$ cat src/rtl/i2c_mst_status.sv
module i2c_mst_status #(
  parameter int DW = 32
) (
  input  logic          clk,
  input  logic          rst_n,
  input  logic          ev_ack_rd,
  input  logic          ev_ack_wr,
  input  logic          ev_nack_addr,
  input  logic          ev_nack_data,
  input  logic          ev_arb_lost,
  input  logic          ev_done,
  input  logic          ev_idle,
  input  logic          addr,
  input  logic          wr_en,
  input  logic [4:0]    wdata,
  output logic [DW-1:0] rdata,
  output logic          irq
);
  localparam int CW = 3;
  localparam logic [CW-1:0] C_IDLE = 3'd0, C_RXRDY = 3'd1, C_TXRDY = 3'd2,
                            C_NADDR = 3'd3, C_NDATA = 3'd4;

  logic          pend_q, arb_q, dma_q, ien_q;
  logic [CW-1:0] code_q;
  logic          ev_any, ev_pend;
  logic [CW-1:0] ev_code;

  wire wr_stat  = wr_en & ~addr;
  wire wr_ctl   = wr_en & addr;
  wire cont_cmd = wr_ctl & wdata[0];
  wire cmd      = wr_ctl & (wdata[0] | wdata[1]);
  wire arb_clr  = (wr_stat & wdata[4]) | cont_cmd;

  assign ev_any = ev_ack_rd | ev_ack_wr | ev_nack_addr | ev_nack_data |
                  ev_arb_lost | ev_done | ev_idle;

  always_comb begin
    ev_pend = 1'b1;
    ev_code = C_IDLE;
    if (ev_arb_lost)       ev_code = C_IDLE;
    else if (ev_nack_addr) ev_code = C_NADDR;
    else if (ev_nack_data) ev_code = C_NDATA;
    else if (ev_ack_rd)    begin ev_code = C_RXRDY; ev_pend = ~dma_q; end
    else if (ev_ack_wr)    begin ev_code = C_TXRDY; ev_pend = ~dma_q; end
  end

  always_ff @(posedge clk) begin
    if (!rst_n) begin
      pend_q <= 1'b1;
      code_q <= C_IDLE;
      arb_q  <= 1'b0;
      dma_q  <= 1'b0;
      ien_q  <= 1'b0;
    end else begin
      if (ev_any && ev_pend) pend_q <= 1'b1;
      else if (cmd)          pend_q <= 1'b0;
      if (ev_any) code_q <= ev_code;
      if (ev_arb_lost)  arb_q <= 1'b1;
      else if (arb_clr) arb_q <= 1'b0;
      if (wr_ctl) begin
        dma_q <= wdata[2];
        ien_q <= wdata[3];
      end
    end
  end

  assign rdata = addr ? DW'({ien_q, dma_q, 2'b00})
                      : DW'({arb_q, code_q, pend_q});
  assign irq = pend_q & ien_q;
endmodule


$ cat config.mk
export PLATFORM = sky130hd
export DESIGN_NAME = i2c_mst_status
export DESIGN_NICKNAME = d
export VERILOG_FILES = /design/src/rtl/i2c_mst_status.sv
export SDC_FILE = /design/constraint.sdc
export NUM_CORES = 1
export LEC_CHECK = 0
export ABC_CLOCK_PERIOD_IN_PS = 800
export BUFFER_PORTS_ARGS = -buffer_cell sky130_fd_sc_hd__buf_2
export CORE_UTILIZATION = 38
export CTS_BUF_LIST = sky130_fd_sc_hd__clkbuf_8
export DETAILED_ROUTE_END_ITERATION = 12
export GPL_TIMING_DRIVEN = 0
export PLACE_DENSITY = 0.8
export RECOVER_POWER = 50
export SETUP_SLACK_MARGIN = 0.3
export SLEW_MARGIN = 20
export SYNTH_ARGS = -nofsm -noshare
export SYNTH_HDL_FRONTEND = slang
export SYNTH_SLANG_ARGS = --single-unit
export TNS_END_PERCENT = 100
$ cat constraint.sdc
create_clock -name clk -period 0.8 [get_ports clk]
set_input_delay 0.12 -clock clk [delete_from_list [all_inputs] [get_ports clk]]
set_output_delay 0.12 -clock clk [all_outputs]
set_load 0.01 [all_outputs]
Word-level counts from Yosys, hierarchy flattened
Index checks and enable logic that the tools add are counted.
{ "word_totals": {"reg_bits": 7, "output_inout_bits": 33} }
{ "classes": {"bitwise": 17, "muxes": 13, "n_reduce_logical": 3} }
{ "op_table": {"columns": ["cell", "count"], "rows": [
  ["3-bit two-way mux", 3],
  ["1-bit bitwise OR", 8],
  ["1-bit two-way mux", 7],
  ["1-bit bitwise AND", 6],
  ["5-bit two-way mux", 1],
  ["2-bit two-way mux", 2],
  ["1-bit NOT", 3],
  ["2-bit nonzero test", 1],
  ["2-bit OR reduction", 1],
  ["1-bit logical AND", 1]
]} }

Longest topological paths before layout
Gate-level depths: netlist (run 1).
{ "depth": {"ltp_word": 8, "mapped_depth": 4, "mapped_depth_nobuf": 3} }

Least setup slack after synthesis (run 1)
No wires, ideal clock.
{ "synth_path": {"kind": "input to register", "from": "input port addr", "to": "register arb_q", "setup_ns": 0.074, "slack_ns": 0.075, "arrival_time_ns": 0.651, "t_required_ns": 0.726, "n_path_buf": 1, "cell_stages": 3, "cell_sequence": "buf_6 -> mux2_4 -> a31oi_1"} }
{ "synth_via": {"elab_chain_len": 5} }
{ "synth_rtl": {"columns": ["element", "line_no", "source"], "rows": [
  ["start: declaration", "13", "input logic addr,"],
  ["1-bit NOT", "28", "wire wr_stat = wr_en & ~addr;"],
  ["1-bit bitwise AND", "28", null],
  ["1-bit bitwise AND", "32", "wire arb_clr = (wr_stat & wdata[4]) | cont_cmd;"],
  ["1-bit bitwise OR (*)", "32", null],
  ["2-bit nonzero test (no line) (*)", null, null],
  ["end signal: assignment", "51", "arb_q <= 1'b0;"],
  ["end signal: assignment", "58", "if (ev_arb_lost) arb_q <= 1'b1;"],
  ["end signal: assignment", "59", "else if (arb_clr) arb_q <= 1'b0;"],
  ["end: declaration", "23", "logic pend_q, arb_q, dma_q, ien_q;"]
]} }
Mark *: on every way between the ends. The rest lies on a longest branch, timed or not.
A chain may end at the register's enable or synchronous reset.

Worst setup path in the final report (run 1)
{ "layout_path": {"from": "register dma_q", "to": "output port rdata[2]"} }
{ "layout_via": {"elab_chain_len": 1} }
{ "layout_rtl": {"columns": ["element", "line_no", "source"], "rows": [
  ["start: declaration", "23", null],
  ["start signal: assignment", "61", "dma_q <= wdata[2];"],
  ["5-bit two-way mux", "67", "assign rdata = addr ? DW'({ien_q, dma_q, 2'b00})"],
  ["end: declaration", "16", "output logic [DW-1:0] rdata,"]
]} }
No other way between the ends.

==> run_results.csv, run 1 <==
group,metric,value,unit
run_status,status,"finished with violations",
run_status,violations,"negative setup slack",
worst_setup_path,timing.rr.start,"code_q[1]",
worst_setup_path,path_buf_inv,1,
clock_tree,cts_buffers,3,
floorplan,row_count,13,
timing,finalCriticalPeriod,1.05,ns
timing,worst_slack,-0.254,ns
worst_setup_path,critPathArrivalTime,0.93,ns
timing,finalSetupViolCount,6,
yosys,ys_ff_latch,7,
routing,firstDrtPassIters,4,
placed_design,dp_hpwl,975,um
yosys,synthCells,70,
worst_setup_path,crit_path_end_kind,"output port",
worst_setup_path,worstSetupStartpoint,"dma_q",
global_routing,grt_max_degree,10,
yosys,synth_area_per_cell,8.19,sq um
global_routing,grt_antenna_before_repair,0,
floorplan,initial_core_util,0.424,
worst_setup_path,crit_slowest_cell,"dfxtp_2",
flow_run,maxCapViolCount,0,
routing,wl,1260,um
power,peakVddDrop,925,uV
power,power_per_cell_area,1300,nW/um^2
timing,fin_tns_setup,-1.21,ns
worst_setup_path,crit_path_max_incr_delay,0.32,ns
power,p_leak,0.542,nW
worst_setup_path,reg2reg_to,"code_q[1]",
floorplan,io_pins,49,
placed_design,place_ws,-0.0546,ns
clock_tree,clock_sinks,7,
clock_tree,cts_tree,"done",
layout,fill_cells,114,
layout,diodes,0,
worst_setup_path,worstSetupStartpointType,"flip-flop",
floorplan,die-height,40.8,um
layout,fin_util,0.702,
placed_design,place.gp.congestion,0.774,
worst_setup_path,ff2ff_path_depth,3,
clock_tree,path_clk_slew,0.04,ns
worst_setup_path,crit_path_max_fanout,3,
timing,worst_hold_slack,0.0838,ns
layout,area_delta_synth_final,65.3,%
timing,clock.fmax,949,MHz
floorplan,dieArea,1670,sq um
routing,drtAntennaViolNets,0,
timing,rsz0062_at_grt,"true",
clock_tree,cts-root-buf,"clkbuf_8",
routing,drt_iter0_drc,6,
layout,layout-drive-gt1-share,0.590,
yosys,synthesis.area,573,sq um
worst_setup_path,worstSetupPathType,"flip-flop to output port",
layout,nets,139,
global_routing,gr-total-overflow,0,
clock_tree,clock_latency,0.23,ns
routing,via_per_inst,3.95,
global_routing,grt_pass1_vias,463,
timing,finalHoldViolations,0,
yosys,synth.distinct_cells,20,
power,total_power,0.00123,W
routing,wire_per_inst,9.17,um
routing,vias,541,
timing,clock_skew,0.00392,ns
floorplan,core_area,1350,sq um
worst_setup_path,crit_chain,"mux2_4 > buf_6",
global_routing,grt_pass1_wl,1840,um
global_routing,grt_use_total,0.171,
routing,post-route-drc-count,0,
worst_hold_path,min_path_type,"primary input to flip-flop",
worst_setup_path,crit_path_end,"rdata[2]",
clock_tree,cts_buffer_depth,2,
worst_setup_path,cp.depth,2,
yosys,ys.warnings.count,0,
placed_design,port_buffers,20,
worst_setup_path,crit_required,0.68,ns
yosys,seq_area_frac_synth,0.245,
clock_tree,cts_hold_buf,0,
timing,fin_crit_sh,1.32,
floorplan,die_w,40.8,um
clock_tree,htree_levels,1,
worst_setup_path,r2r_slack,0.04,ns
worst_setup_path,critical_path.top_delay_family,"flip-flops",
timing,slew_viol_final,0,
[metrics by stage]
step,std cells,cell area [sq um]
after floorplan,96,707
after global placement,131,826
after detailed placement,131,826
after CTS,135,923
after global routing,137,947
final,137,947
[cell usage in the layout, fill, tap and decap left out, types with 3 or more instances in the layout]
cell	Yosys	final
and2b_2	3	3
buf_2	0	14
buf_4	27	29
buf_6	1	6
clkbuf_8	0	3
conb_1	1	27
dfxtp_2	0	7
inv_1	2	3
mux2_4	1	3
nand2_1	3	3
nand3_1	4	4
[where the power goes]
group | switching (W) | internal (W) | total (W)
Combinational | 0.000167 | 0.000199 | 0.000365
Sequential | 0.00000843 | 0.000370 | 0.000378
Clock | 0.000159 | 0.000332 | 0.000491
Total | 0.000334 | 0.000900 | 0.00123
[per-layer routing]
layer / GRT usage / part of all wire / up-vias
met1: 0.188 / 0.37 / 225
met4: 0.0750 / 0.0080 / 0
met2: 0.301 / 0.52 / 30
met5: 0 / 0 / -
li1: - / - / 284
met3: 0.0489 / 0.10 / 2
[registers in the layout, indices dropped and copies added, names as in the netlist]
name	flops
dma_q	1
code_q	3
pend_q	1
ien_q	1
arb_q	1
[worst min path at each step]
stage                       from  cells past startpoint        end
floorplan           ev_nack_addr                      1  code_q[2]
global placement    ev_nack_addr                      2  code_q[2]
detailed placement  ev_nack_addr                      2  code_q[2]
CTS                 ev_nack_addr                      2  code_q[2]
global route        ev_nack_addr                      2  code_q[2]
finish              ev_nack_addr                      2  code_q[2]
[worst register-to-register path, stage by stage, from the launching register on]
cell	delay, ns
dfxtp_2	0.31
buf_4	0.13
a21oi_2	0.14
o41ai_2	0.07
[timing repair]
item,4_1_cts,5_1_grt
buffers inserted,0,2
gates resized for setup,15,2
pin swaps,4,0
endpoints found under the setup margin,13,13
[logic make-up after synthesis]
logic type,share of synthesized area
buf+inv,0.386
simple gates,0.162
mux,0.0655
compound gates,0.135
flops,0.245
other cells,0.00654
[area by class of cell]
type / instances / area [sq um] / area share
flip-flops and latches: 7 / 149 / 0.157
inverters: 2 / 7.51 / 0.00793
well taps: 15 / 18.8 / 0.0198
repair buffers: 22 / 153 / 0.161
multi-input cells: 59 / 357 / 0.376
clock inverters: 1 / 3.75 / 0.00396
clock buffers: 3 / 41.3 / 0.0436
plain buffers: 28 / 218 / 0.230
[cells in the mapped netlist]
master    number  share of area
a21oi_1        2          0.017
dfxtp_1        7           0.24
and2_1         1          0.011
and2b_2        3          0.046
nand2_1        3          0.020
o21ai_0        3          0.026
buf_4         27           0.35
nor2_1         2          0.013
o31ai_1        1          0.013
nand3_1        4          0.035
mux2_4         1          0.026
inv_1          2          0.013
mux2_2         2          0.039
nand2b_1       1          0.011
o41ai_1        2          0.031
buf_6          1          0.020
conb_1         1         0.0065
a31oi_1        2          0.022
a21boi_0       2          0.026
nor3_1         3          0.026
(Power assumes the default switching activity.)
==> run 2, diff against run 1 <==
BUFFER_PORTS_ARGS = -buffer_cell sky130_fd_sc_hd__clkbuf_2   (was -buffer_cell sky130_fd_sc_hd__buf_2)
==> run 2 against run 1 <==
- core utilization is 0.56 points lower
- hold slack better by 0.018 ns
- fmax is 0.20% lower
- first-iteration DRC count is 50% higher
- register-to-register slack hardly changed
- the flow still finishes with violations (negative setup slack)
==> run_results.csv, run 2 (same netlist as run 1, synthesis figures left out) <==
group,metric,value,unit
timing,worst_slack,-0.256,ns
worst_setup_path,worstSetupStartpointType,"flip-flop",
floorplan,core_area,1350,sq um
layout,top_register,"code_q",
worst_setup_path,critPathArrivalTime,0.94,ns
timing,finalCriticalPeriod,1.06,ns
power,cell_internal_pwr,0.000893,W
power,power_per_cell_area,1300,nW/um^2
layout,layout.cells.non_filler,136,
timing,slew_viol_final,0,
layout,area_delta_synth_final,64.0,%
timing,worst_hold_slack,0.102,ns
routing,wl_met2,619,um
floorplan,die-height,40.8,um
clock_tree,cts_hold_buf,0,
layout,multi_input_comb_area,359,sq um
worst_setup_path,worstSetupPathType,"flip-flop to output port",
floorplan,row_count,13,
timing,clock_skew,0.0000582,ns
timing,clock.fmax,947,MHz
worst_setup_path,timing.rr.start,"dma_q",
power,sw_frac_of_total,0.267,
power,p_leak,0.538,nW
layout,regArea,149,sq um
power,peakVddDrop,1340,uV
global_routing,grt_pass1_wl,1740,um
timing,fin_crit_sh,1.32,
routing,wl_met3,127,um
timing,finalSetupViolCount,6,
flow_run,maxCapViolCount,0,
global_routing,grt_antenna_before_repair,0,
routing,wire_per_inst,8.97,um
floorplan,die_w,40.8,um
layout,largest_reg_flops,3,
clock_tree,cts_buffers,3,
clock_tree,cts-root-buf,"clkbuf_8",
worst_setup_path,crit_path_max_fanout,2,
layout,final_cell_mix,"buf_4, conb_1, clkbuf_2",
power,power_frac_seq,0.310,
timing,finalHoldViolations,0,
placed_design,place.gp.congestion,0.754,
layout,fill_cells,112,
global_routing,grt_use_total,0.165,
floorplan,initial_core_util,0.424,
routing,firstDrtPassIters,4,
power,clockPowerShare,0.396,
routing,vias,547,
clock_tree,clock_latency,0.22,ns
placed_design,dp_hpwl,991,um
global_routing,grt_max_degree,10,
routing,wl,1220,um
routing,drtAntennaViolNets,0,
global_routing,grt_pass1_vias,479,
worst_setup_path,crit_required,0.68,ns
clock_tree,cts_tree,"done",
routing,drt-met1-wl,414,um
power,switching_power,0.000325,W
placed_design,dpl.cell_count,131,
floorplan,dieArea,1670,sq um
clock_tree,path_clk_slew,0.04,ns
routing,post-route-drc-count,0,
run_status,violations,"negative setup slack",
power,combPwrFrac,0.294,
routing,routed.top_layer,"met4",
routing,via_per_inst,4.02,
clock_tree,htree_levels,1,
layout,diodes,0,
floorplan,io_pins,49,
run_status,status,"finished with violations",
global_routing,gr-total-overflow,0,
timing,rsz0062_at_grt,"true",
layout,nets,138,
clock_tree,clock_sinks,7,
worst_setup_path,crit_path_end_kind,"output port",
placed_design,port_buffers,20,
worst_hold_path,min_path_type,"primary input to flip-flop",
worst_setup_path,worstSetupStartpoint,"dma_q",
clock_tree,cts_buffer_depth,2,
worst_hold_path,holdCritStartpoint,"ev_nack_addr",
layout,layout-drive-gt1-share,0.603,
routing,drt_iter0_drc,9,
==> run 2: cell count changes in the layout (fill, tap and decap cells not counted), sizes merged <==
cell,previous run,this run
buf,50,34
clkbuf,3,18
==> run 2: per-layer routing <==
metal,global-route usage,vias up
met1,0.155,212
met4,0.192,0
li1,-,289
met3,0.0163,8
met2,0.285,38
met5,0,-
==> run 2: area by class of cell <==
| class | count | area share |
|---|---|---|
| tap | 15 | 0.0200 |
| buffer | 28 | 0.232 |
| sequential | 7 | 0.158 |
| inverter | 2 | 0.00799 |
| multi-input combinational | 59 | 0.382 |
| timing repair buffer | 21 | 0.152 |
| clock buffer | 3 | 0.0439 |
| clock inverter | 1 | 0.00399 |
==> run 2: worst max-delay path, stage by stage (launching register included) <==
cell	delay (ns)
dfxtp_2	0.32
mux2_2	0.26
clkbuf_2	0.13
==> run 2: power by group through the flow <==
stage / Sequential [W] / Clock, W / Combinational [W]
6_report: 0.000378 / 0.000482 / 0.000358
5_1_grt: 0.000380 / 0.000512 / 0.000395
4_1_cts: 0.000378 / 0.000501 / 0.000337
3_5_place_dp: 0.000382 / 0 / 0.000319
3_3_place_gp: 0.000381 / 0 / 0.000315
2_1_floorplan: 0.000379 / 0 / 0.000239
==> run 2: final timing paths <==
| check | to | slack (ns) | cells past startpoint |
|---|---|---|---|
| setup reg to reg | pend_q | 0.05 | 4 |
| setup / recovery | rdata[2] | -0.26 | 2 |
| hold reg to reg | pend_q | 0.48 | 2 |
| hold / removal | code_q[2] | 0.10 | 2 |
==> run 2: repair_timing <==
item | in CTS | in global routing
pin swaps | 5 | 1
setup endpoints to repair | 13 | 13
setup buffers | 1 | 0
resized for setup | 12 | 11
==> run 2: through the flow <==
stage | utilization | cell area, sq um | TNS [ns] | total power (W) | setup slack (ns)
detailed placement | 0.612 | 826 | -0.104 | 0.000701 | -0.0433
CTS | 0.672 | 907 | -1.12 | 0.00122 | -0.261
finish | 0.696 | 940 | -1.09 | 0.00122 | -0.256
global route | 0.696 | 940 | -1.23 | 0.00129 | -0.270
global placement | 0.612 | 826 | -0.0515 | 0.000696 | -0.0238
floorplan | - | 707 | 0 | 0.000618 | 0.0816
